$ cat src/rtl/mpb_pkg.sv
package mpb_pkg;
  localparam logic [3:0] MODE_DEFAULT = 4'b0000;
  localparam logic [3:0] MODE_SPLIT   = 4'b1111;

  typedef enum logic {
    BANK_PEND  = 1'b0,
    BANK_INDEX = 1'b1
  } bank_sel_e;
endpackage

$ cat src/rtl/mpb_locate.sv
module mpb_locate #(
  parameter int RSEL_W = 3,
  parameter int BIT_W  = 5,
  localparam int PN_W  = RSEL_W + BIT_W,
  localparam int NP_W  = RSEL_W + 1
) (
  input  logic [3:0]        mode,
  input  logic              is_tx,
  input  logic [PN_W-1:0]   pnum,
  input  logic [NP_W-1:0]   rx_np,
  input  logic [NP_W-1:0]   tx_np,
  output logic [RSEL_W-1:0] reg_sel,
  output logic [BIT_W-1:0]  bit_pos
);
  import mpb_pkg::*;

  function automatic logic [RSEL_W+BIT_W-1:0] place(
    input logic [3:0]      m,
    input logic            tx,
    input logic [PN_W-1:0] pn,
    input logic [NP_W-1:0] rnp,
    input logic [NP_W-1:0] tnp
  );
    logic [NP_W-1:0] np;
    np = tx ? tnp : rnp;
    if (m == MODE_SPLIT)
      place = {np[NP_W-1:1], np[0], pn[BIT_W-2:0]};
    else
      place = pn;
  endfunction

  assign {reg_sel, bit_pos} = place(mode, is_tx, pnum, rx_np, tx_np);
endmodule

$ cat src/rtl/mpb_lsb_index.sv
module mpb_lsb_index #(
  parameter int REG_W = 32,
  localparam int IDX_W = $clog2(REG_W) + 1
) (
  input  logic [REG_W-1:0] vec,
  output logic [IDX_W-1:0] idx
);
  function automatic logic [IDX_W-1:0] lowest_set(input logic [REG_W-1:0] v);
    lowest_set = IDX_W'(REG_W);
    for (int i = REG_W - 1; i >= 0; i--) begin
      if (v[i]) lowest_set = IDX_W'(i);
    end
  endfunction

  assign idx = lowest_set(vec);
endmodule

$ cat src/rtl/mpb_pend_reg.sv
module mpb_pend_reg #(
  parameter int REG_W = 32,
  localparam int BIT_W = $clog2(REG_W),
  localparam int IDX_W = BIT_W + 1
) (
  input  logic             clk,
  input  logic             rst_n,
  input  logic             set_hit,
  input  logic [BIT_W-1:0] set_bit,
  input  logic             wr_hit,
  input  logic [REG_W-1:0] wr_keep,
  output logic [REG_W-1:0] pend_q,
  output logic [IDX_W-1:0] idx
);
  logic [REG_W-1:0] set_mask;
  logic [REG_W-1:0] keep_mask;
  logic [REG_W-1:0] pend_d;

  assign set_mask  = set_hit ? (REG_W'(1) << set_bit) : '0;
  assign keep_mask = wr_hit ? wr_keep : '1;
  assign pend_d    = (pend_q & keep_mask) | set_mask;

  always_ff @(posedge clk or negedge rst_n) begin
    if (!rst_n) pend_q <= '0;
    else        pend_q <= pend_d;
  end

  mpb_lsb_index #(.REG_W(REG_W)) u_index (
    .vec (pend_q),
    .idx (idx)
  );

  // a set bit survives any concurrent clear
  p_set_survives_r7: assert property (@(posedge clk) disable iff (!rst_n)
    set_hit |=> pend_q[$past(set_bit)]);

  // a write alone only keeps masked bits
  p_write_clears_r6: assert property (@(posedge clk) disable iff (!rst_n)
    (wr_hit && !set_hit) |=> (pend_q == ($past(pend_q) & $past(wr_keep))));

  // idle register holds
  p_idle_holds_r10: assert property (@(posedge clk) disable iff (!rst_n)
    (!wr_hit && !set_hit) |=> $stable(pend_q));

  // index points at a set bit with nothing below it
  always_comb begin
    if (rst_n && pend_q != '0) begin
      p_index_lowest_r8: assert (pend_q[idx[BIT_W-1:0]] && idx < IDX_W'(REG_W) &&
        ((pend_q & ((REG_W'(1) << idx[BIT_W-1:0]) - REG_W'(1))) == '0));
    end
  end
endmodule

$ cat src/rtl/msg_pend_bank.sv
module msg_pend_bank #(
  parameter int NUM_REGS = 8,
  parameter int REG_W    = 32,
  localparam int RSEL_W  = $clog2(NUM_REGS),
  localparam int BIT_W   = $clog2(REG_W),
  localparam int PN_W    = RSEL_W + BIT_W,
  localparam int NP_W    = RSEL_W + 1,
  localparam int ADDR_W  = RSEL_W + 1,
  localparam int IDX_W   = BIT_W + 1
) (
  input  logic              clk,
  input  logic              rst_n,
  input  logic [3:0]        mode,
  input  logic              ev_valid,
  input  logic              ev_is_tx,
  input  logic [PN_W-1:0]   ev_pnum,
  input  logic [NP_W-1:0]   ev_rx_np,
  input  logic [NP_W-1:0]   ev_tx_np,
  input  logic              sw_wr,
  input  logic [ADDR_W-1:0] sw_addr,
  input  logic [REG_W-1:0]  sw_wdata,
  output logic [REG_W-1:0]  sw_rdata
);
  import mpb_pkg::*;

  logic [RSEL_W-1:0] loc_reg;
  logic [BIT_W-1:0]  loc_bit;
  logic [NUM_REGS-1:0] set_hit;
  logic [NUM_REGS-1:0] wr_hit;
  logic [REG_W-1:0]    pend_q [NUM_REGS];
  logic [IDX_W-1:0]    idx_q  [NUM_REGS];
  bank_sel_e           rd_bank;
  logic [RSEL_W-1:0]   rd_reg;

  mpb_locate #(.RSEL_W(RSEL_W), .BIT_W(BIT_W)) u_locate (
    .mode    (mode),
    .is_tx   (ev_is_tx),
    .pnum    (ev_pnum),
    .rx_np   (ev_rx_np),
    .tx_np   (ev_tx_np),
    .reg_sel (loc_reg),
    .bit_pos (loc_bit)
  );

  assign rd_bank = bank_sel_e'(sw_addr[ADDR_W-1]);
  assign rd_reg  = sw_addr[RSEL_W-1:0];

  for (genvar g = 0; g < NUM_REGS; g++) begin : g_reg
    assign set_hit[g] = ev_valid && (loc_reg == RSEL_W'(g));
    assign wr_hit[g]  = sw_wr && (rd_bank == BANK_PEND) && (rd_reg == RSEL_W'(g));

    mpb_pend_reg #(.REG_W(REG_W)) u_reg (
      .clk     (clk),
      .rst_n   (rst_n),
      .set_hit (set_hit[g]),
      .set_bit (loc_bit),
      .wr_hit  (wr_hit[g]),
      .wr_keep (sw_wdata),
      .pend_q  (pend_q[g]),
      .idx     (idx_q[g])
    );
  end

  always_comb begin
    if (rd_bank == BANK_INDEX) sw_rdata = REG_W'(idx_q[rd_reg]);
    else                       sw_rdata = pend_q[rd_reg];
  end

  // one event reaches at most one register
  p_single_target_r2: assert property (@(posedge clk) disable iff (!rst_n)
    $onehot0(set_hit) && (ev_valid == (set_hit != '0)));

  // index-bank writes reach no register
  p_index_write_ignored_r9: assert property (@(posedge clk) disable iff (!rst_n)
    (sw_wr && rd_bank == BANK_INDEX) |-> (wr_hit == '0));

  // no set without a valid strobe
  p_no_spurious_set_r10: assert property (@(posedge clk) disable iff (!rst_n)
    !ev_valid |-> (set_hit == '0));
endmodule

$ cat config.mk
export PLATFORM = sky130hd
export DESIGN_NAME = msg_pend_bank
export DESIGN_NICKNAME = d
export VERILOG_FILES = /design/src/rtl/mpb_pkg.sv /design/src/rtl/mpb_locate.sv /design/src/rtl/mpb_lsb_index.sv /design/src/rtl/mpb_pend_reg.sv /design/src/rtl/msg_pend_bank.sv
export SDC_FILE = /design/constraint.sdc
export NUM_CORES = 1
export LEC_CHECK = 0
export BUFFER_PORTS_ARGS = -buffer_cell sky130_fd_sc_hd__buf_4
export CAP_MARGIN = 10
export CORE_AREA = 4 4 190 238
export CTS_BUF_LIST = sky130_fd_sc_hd__clkbuf_8
export CTS_CLUSTER_SIZE = 30
export DETAILED_ROUTE_END_ITERATION = 16
export DIE_AREA = 0 0 194 242
export PLACE_DENSITY = 0.54
export SLEW_MARGIN = 20
export SYNTH_ARGS = -nofsm -noshare
export SYNTH_HDL_FRONTEND = slang
export SYNTH_SLANG_ARGS = --single-unit
$ cat constraint.sdc
create_clock -name clk -period 3.3 [get_ports clk]
set_input_delay 0.165 -clock clk [delete_from_list [all_inputs] [get_ports clk]]
set_output_delay 0.165 -clock clk [all_outputs]
set_load 0.02 [all_outputs]
==> reports/qor.yml, run 1 <==
cts:
  cts_buffers: 44
  root_buffer: "clkbuf_8"
  clock-sinks: 256
  clkTransAtPathRegs_ps: 70
  cts_tree: "yes"
  clk_latency_ps: 580
  clk_path_buf_depth: 3
  h-tree-depth: 2
layout:
  drive_above_1_share: 0.188
  top_regs: "g.u_reg.pend_q x256"
  syn_to_final_growth_pct: 21.1
  largest_reg_flops: 256
  final.fill_count: 4326
  final_core_util: 0.419
  nets: 1878
  top_register: "g.u_reg.pend_q"
  design_area_mm2: 0.0180
synth:
  ys_top_cells_by_area: "dfrtp_1 (43%), o21ai_0 (19%), mux4_2 (9.4%)"
  synth_top_area_frac: 0.431
  synthFlopType: "dfrtp_1"
  synth_xor_area_frac: 0
  synth_top_family_by_area: "compound AO/OA/AOI/OAI gates"
  synth-simple-area-share: 0.145
  yosysTopAreaCell: "dfrtp_1"
  synthArstFlopShare: 1.00
  yosysSeqAreaShare: 0.431
  syn_area_mm2: 0.0148
  synth_common_cells: "o21ai_0 (552), dfrtp_1 (256), nor2_1 (151)"
  synth_seq_cells: 256
  muxShareOfSynthArea: 0.121
  synthDistinctLibCells: 68
  synth-edff-count: 0
  syn_avg_cell_area_um2: 9.04
  synth_compound_area_frac: 0.267
  yosys.area_share.adder: 0
  synth_fp_nets: 1703
  synth.most_common_cell: "o21ai_0"
  ys_warn_count: 0
  netlist_instances: 1642
floorplan:
  die_area_mm2: 0.0469
  coreArea_mm2: 0.0430
  fp.dieH_um: 242
  start_util: 0.346
  ios: 93
  std_cell_rows: 85
  dieWidth_um: 194
min_path:
  hold_class: "input port to flop"
  hold_start: "ev_pnum[0]"
  whs_path_depth: 3
  holdPathEnd: "g_reg[7].u_reg.pend_q[31]"
global_routing:
  grt_use_total: 0.300
  grt_pass1_wl_mm: 106
  grt_max_degree: 109
  antenna_found_initial: 1
  grt_pass1_vias: 15330
  overflow: 0
drt:
  drt-pass1-iter-count: 6
  wl_per_cell_um: 30.3
  drt_iter0_drc: 1698
  wirelength_mm: 73.2
  num_vias: 15591
  final_antenna_net_count: 0
  via_per_inst: 6.46
  post-route-drc-count: 0
setup_path:
  worstPathArrival_ps: 3150
  reg2reg_to: "g_reg[3].u_reg.pend_q[6]"
  rrSetupSlack_ps: 2340
  cpPeakStageDelay_ps: 540
  reg2reg_depth: 3
  cp-start-kind: "flop"
  crit_type: "flop to output port"
  rr_startpoint: "g_reg[3].u_reg.pend_q[6]"
  cp_slowest_cell: "mux4_2"
  cp_max_fo: 6
  cp_data_required_time_ps: 3130
  endpoint_kind: "output port"
  path_cells: "nor4_1 -> nand2_1 -> a21oi_1 -> o2111ai_1 -> mux4_2 -> buf_4"
place:
  hpwl_mm: 53.3
  place_congestion: 0.999
  dpl-instance-area_mm2: 0.0166
  placement.io_buffers: 92
timing:
  layout_setup_ws_ps: -16.6
  hold_viol_final: 0
  relSlewSlack: 0.307
  period_needed_ps: 3320
  hold_slack_ps: 181
  setup_viol: 1
  fin_crit_sh: 1.01
  worst_slew_pin_slew_ps: 1040
  fmax_mhz: 302
  skew_ps: 0
  rsz0062_at_grt: "true"
  drv_slew: 0
power_and_ir_drop:
  p_leak_uw: 0.00749
  p_total_uw: 9690
  power-per-cell-area_mw_per_mm2: 539
  vdd_drop_max_mv: 0.268
outcome:
  violations: "setup timing"
  outcome: "complete, but fails checks"
run:
  maxCapViolCount: 0
## cell usage in the layout, fill, tap and decap left out, types with 33 or more instances in the layout
cell type      instances
dlygate4sd3_1         33
clkbuf_8              55
nand2_1               78
dfrtp_1              252
buf_4                170
nor3_1                37
mux4_2                62
nor4_1                49
nor2_1               150
inv_1                 60
a21oi_1               57
o21ai_0              551
## metrics by stage
step,std cells,setup TNS (ps),worst slack [ps]
after floorplan,1642,0,1010
after global placement,2299,0,181
after detailed placement,2299,0,112
after CTS,2413,0,0.862
after global routing,2415,-36.6,-18.0
final,2415,-16.6,-16.6
## critical path: cells and delay by family (launching register included)
| kind | cells | cell delay [ps] |
|---|---|---|
| buf+inv | 1 | 180 |
| compound gates | 2 | 590 |
| simple gates | 2 | 780 |
| mux | 1 | 540 |
| flops | 1 | 470 |
## worst max path at each step
stage	from	endpoint	slack, ps	cells past startpoint
after CTS	g_reg[1].u_reg.pend_q[14]	sw_rdata[4]	0.9	8
after floorplan	g_reg[1].u_reg.pend_q[15]	sw_rdata[5]	1010	7
final	g_reg[5].u_reg.pend_q[11]	sw_rdata[3]	-20	6
after detailed placement	g_reg[7].u_reg.pend_q[21]	sw_rdata[1]	110	8
after global routing	g_reg[1].u_reg.pend_q[14]	sw_rdata[3]	-20	7
after global placement	g_reg[7].u_reg.pend_q[21]	sw_rdata[1]	180	8
## where the power goes
group          leakage (uW)  switching (uW)  internal, uW
clock              0.000532            1400          1740
sequential          0.00350             486          3390
combinational       0.00346            1600          1080
total               0.00749            3490          6200
## metal layers
metal	vias to the layer above	GRT usage	routed length [um]
met4	0	0.150	4370
met3	222	0.0526	6030
met5	-	0	0
li1	6580	-	-
met2	958	0.494	34800
met1	7831	0.381	28100
## layout make-up
class / instances / area [um2] / share of cell area
multi-input cells: 1258 / 8050 / 0.448
flip-flops and latches: 256 / 6410 / 0.356
repair buffers: 208 / 1690 / 0.0941
clock buffers: 55 / 757 / 0.0421
well taps: 565 / 707 / 0.0393
inverters: 49 / 184 / 0.0102
clock inverters: 23 / 180 / 0.0100
diodes: 1 / 2.50 / 0.000139
## logic make-up after synthesis
group / count (synthesis)
simple gates: 440
buf+inv: 128
compound gates: 721
flops: 256
mux: 97
## timing repair
item,in CTS,in global routing
resized for setup,17,15
hold endpoints to repair,356,0
hold buffers,33,0
buffers inserted,3,1
setup endpoints to repair,6,6
pin swaps,9,4
Power figures use the tool's default switching activity.
==> run 2, diff against run 1 <==
--- a/config.mk
+++ b/config.mk
@@ -13,6 +13,7 @@
 export DETAILED_ROUTE_END_ITERATION = 16
 export DIE_AREA = 0 0 194 242
 export PLACE_DENSITY = 0.54
+export SETUP_SLACK_MARGIN = 0.1
 export SLEW_MARGIN = 20
 export SYNTH_ARGS = -nofsm -noshare
 export SYNTH_HDL_FRONTEND = slang
==> run 2 against run 1 <==
Net effect:
- highest routed layer unchanged
- global-route usage about the same
- setup slack improved by 17 ps
- largest power group unchanged
- hold slack improved by 13 ps
- the flow now finishes without violations
==> reports/qor.yml, run 2 (synthesized netlist as in run 1, its figures left out) <==
outcome:
  outcome: "complete, no violations"
floorplan:
  std_cell_rows: 85  # unchanged
  coreArea_mm2: 0.0430  # unchanged
  start_util: 0.346  # unchanged
  die_area_mm2: 0.0469  # unchanged
  ios: 93  # unchanged
  fp.dieH_um: 242  # unchanged
  dieWidth_um: 194  # unchanged
setup_path:
  rrSetupSlack_ps: 2330  # about the same
  reg2reg_to: "g_reg[3].u_reg.pend_q[6]"
  cp-start-kind: "flop"
  rr_startpoint: "g_reg[3].u_reg.pend_q[6]"
  path_cells: "nor4_1 -> nand2_1 -> a21oi_1 -> o2111ai_1 -> mux4_2 -> buf_6"
  cpPeakStageDelay_ps: 550  # about the same
  reg2reg_depth: 3  # unchanged
  endpoint_kind: "output port"
  cp_max_fo: 6  # unchanged
  cp_slowest_cell: "nor4_1"
  worstPathArrival_ps: 3130  # -20 ps
  crit_type: "flop to output port"
  cp_data_required_time_ps: 3130  # about the same
layout:
  final_cell_mix: "o21ai_0 (547), dfrtp_1 (245), buf_4 (168), nor2_1 (150), nand2_1 (78)"
  largest_reg_flops: 256  # unchanged
  multiInputGateArea_mm2: 0.00820  # +1.8%
  top_regs: "g.u_reg.pend_q x256"
  fin_cells: 2416  # +0.041%
  final_common_cell: "o21ai_0"
  top_register: "g.u_reg.pend_q"
  nets: 1879  # +0.053%
  drive_above_1_share: 0.202  # +0.0140
  syn_to_final_growth_pct: 22.3
  final.fill_count: 4298  # -0.65%
  regArea_mm2: 0.00642  # +0.14%
drt:
  wirelength_mm: 73.4  # +0.23%
  wl_met3_mm: 6.20  # +2.8%
  wl_met2_mm: 35.0  # +0.73%
  drt_iter0_drc: 1955  # +15%
  met1_length_mm: 27.9  # -0.44%
  highest_layer: "met4"
  wl_per_cell_um: 30.4  # +0.19%
  via_per_inst: 6.46  # about the same
  final_antenna_net_count: 0  # unchanged
  post-route-drc-count: 0  # unchanged
  num_vias: 15609  # +0.12%
  drt-pass1-iter-count: 5  # -1
place:
  hpwl_mm: 53.3  # unchanged
  place_congestion: 0.999  # unchanged
  placement.io_buffers: 92  # unchanged
  dp_cells: 2299  # unchanged
cts:
  cts_buffers: 44  # unchanged
  clock-sinks: 256  # unchanged
  clkTransAtPathRegs_ps: 70  # about the same
  clk_latency_ps: 580  # about the same
  h-tree-depth: 2  # unchanged
  root_buffer: "clkbuf_8"
  cts_tree: "yes"
  clk_path_buf_depth: 3  # unchanged
run:
  maxCapViolCount: 0  # unchanged
power_and_ir_drop:
  p_leak_uw: 0.00752  # +0.41%
  vdd_drop_max_mv: 0.268  # +0.11%
  power-per-cell-area_mw_per_mm2: 538  # -0.13%
timing:
  fmax_mhz: 303  # +0.51%
  hold_viol_final: 0  # unchanged
  rsz0062_at_grt: "true"
  setup_viol: 0  # -1
  fin_crit_sh: 1.00  # -0.00512
  period_needed_ps: 3300  # -16.9 ps
  tns_ps: 0  # +16.6 ps
  skew_ps: 0  # unchanged
  worst_slew_pin_slew_ps: 1150  # +114 ps
  relSlewSlack: 0.223  # -0.0833
  drv_slew: 0  # unchanged
global_routing:
  overflow: 0  # unchanged
  grt_use_total: 0.300  # about the same
  grt_pass1_vias: 15324  # -0.039%
  antenna_found_initial: 1  # unchanged
  grt_pass1_wl_mm: 106  # about the same
  grt_max_degree: 109  # unchanged
min_path:
  whs_path_depth: 3  # unchanged
  hold_start: "ev_pnum[0]"
  hold_class: "input port to flop"
  holdPathEnd: "g_reg[7].u_reg.pend_q[31]"
-- run 2: cell types whose count changed in the layout (fill, tap and decap cells not counted), moves of 2 or more --
cell / previous run / this run
dfrtp_1: 252 / 245
a21oi_1: 57 / 55
a21oi_2: 1 / 3
dfrtp_2: 4 / 11
or3_1: 6 / 4
o21ai_1: 1 / 4
nor4_2: 6 / 8
or3_4: 0 / 2
buf_4: 170 / 168
o21ai_0: 551 / 547
buf_6: 1 / 4
nor4_1: 49 / 44
nor4_4: 0 / 3
-- run 2: worst max-delay path, delay by kind of cell (launching register included) --
family                 cells  cell delay, ps
AOI/OAI and AO/OA          2             580
DFF                        1             480
muxes                      1             550
and+or+nand+nor            2             790
buffers and inverters      1             160
-- run 2: worst max path at each step --
stage / from / to / slack (ps) / cells after the start
4_1_cts: g_reg[1].u_reg.pend_q[14] / sw_rdata[5] / 30 / 8
6_report: g_reg[5].u_reg.pend_q[11] / sw_rdata[3] / 0.3 / 6
3_3_place_gp: g_reg[7].u_reg.pend_q[21] / sw_rdata[1] / 180 / 8
5_1_grt: g_reg[1].u_reg.pend_q[1] / sw_rdata[3] / 40 / 9
2_1_floorplan: g_reg[1].u_reg.pend_q[15] / sw_rdata[5] / 1010 / 7
3_5_place_dp: g_reg[7].u_reg.pend_q[21] / sw_rdata[1] / 110 / 8
-- run 2: report_power, final --
part | switching, uW | internal, uW | total, uW
Sequential | 494 | 3390 | 3880
Clock | 1400 | 1740 | 3130
Combinational | 1640 | 1120 | 2760
Total | 3530 | 6250 | 9780
-- run 2: per-stage QoR --
step	util	hold slack, ps	total power, uW	instance area (um2)	worst slack, ps
finish	0.423	194	9780	18200	0.302
global route	0.423	216	10100	18200	42.5
global placement	0.385	302	6400	16600	181
detailed placement	0.385	311	6410	16600	112
floorplan	-	-131	5060	14800	1010
CTS	0.418	149	9640	18000	29.3
-- run 2: timing repair --
action                                  CTS  global route
pin swaps                                12            13
endpoints found under the setup margin    6             6
setup buffers                             3             2
hold buffers                             33             0
hold endpoints to repair                356             0
gates cloned                              0             0
gates resized for setup                  27            45
-- run 2: routing by layer --
metal | vias to the layer above | global-route usage
met5 | - | 0
met3 | 214 | 0.0513
li1 | 6595 | -
met1 | 7806 | 0.382
met4 | 0 | 0.149
met2 | 994 | 0.495
-- run 2: layout make-up --
cell class,instances,area share
Timing Repair Buffer,209,0.0942
Clock inverter,23,0.00992
Multi-Input combinational cell,1258,0.451
Tap cell,565,0.0389
Antenna cell,1,0.000138
Sequential cell,256,0.353
Clock buffer,55,0.0417
Inverter,49,0.0101
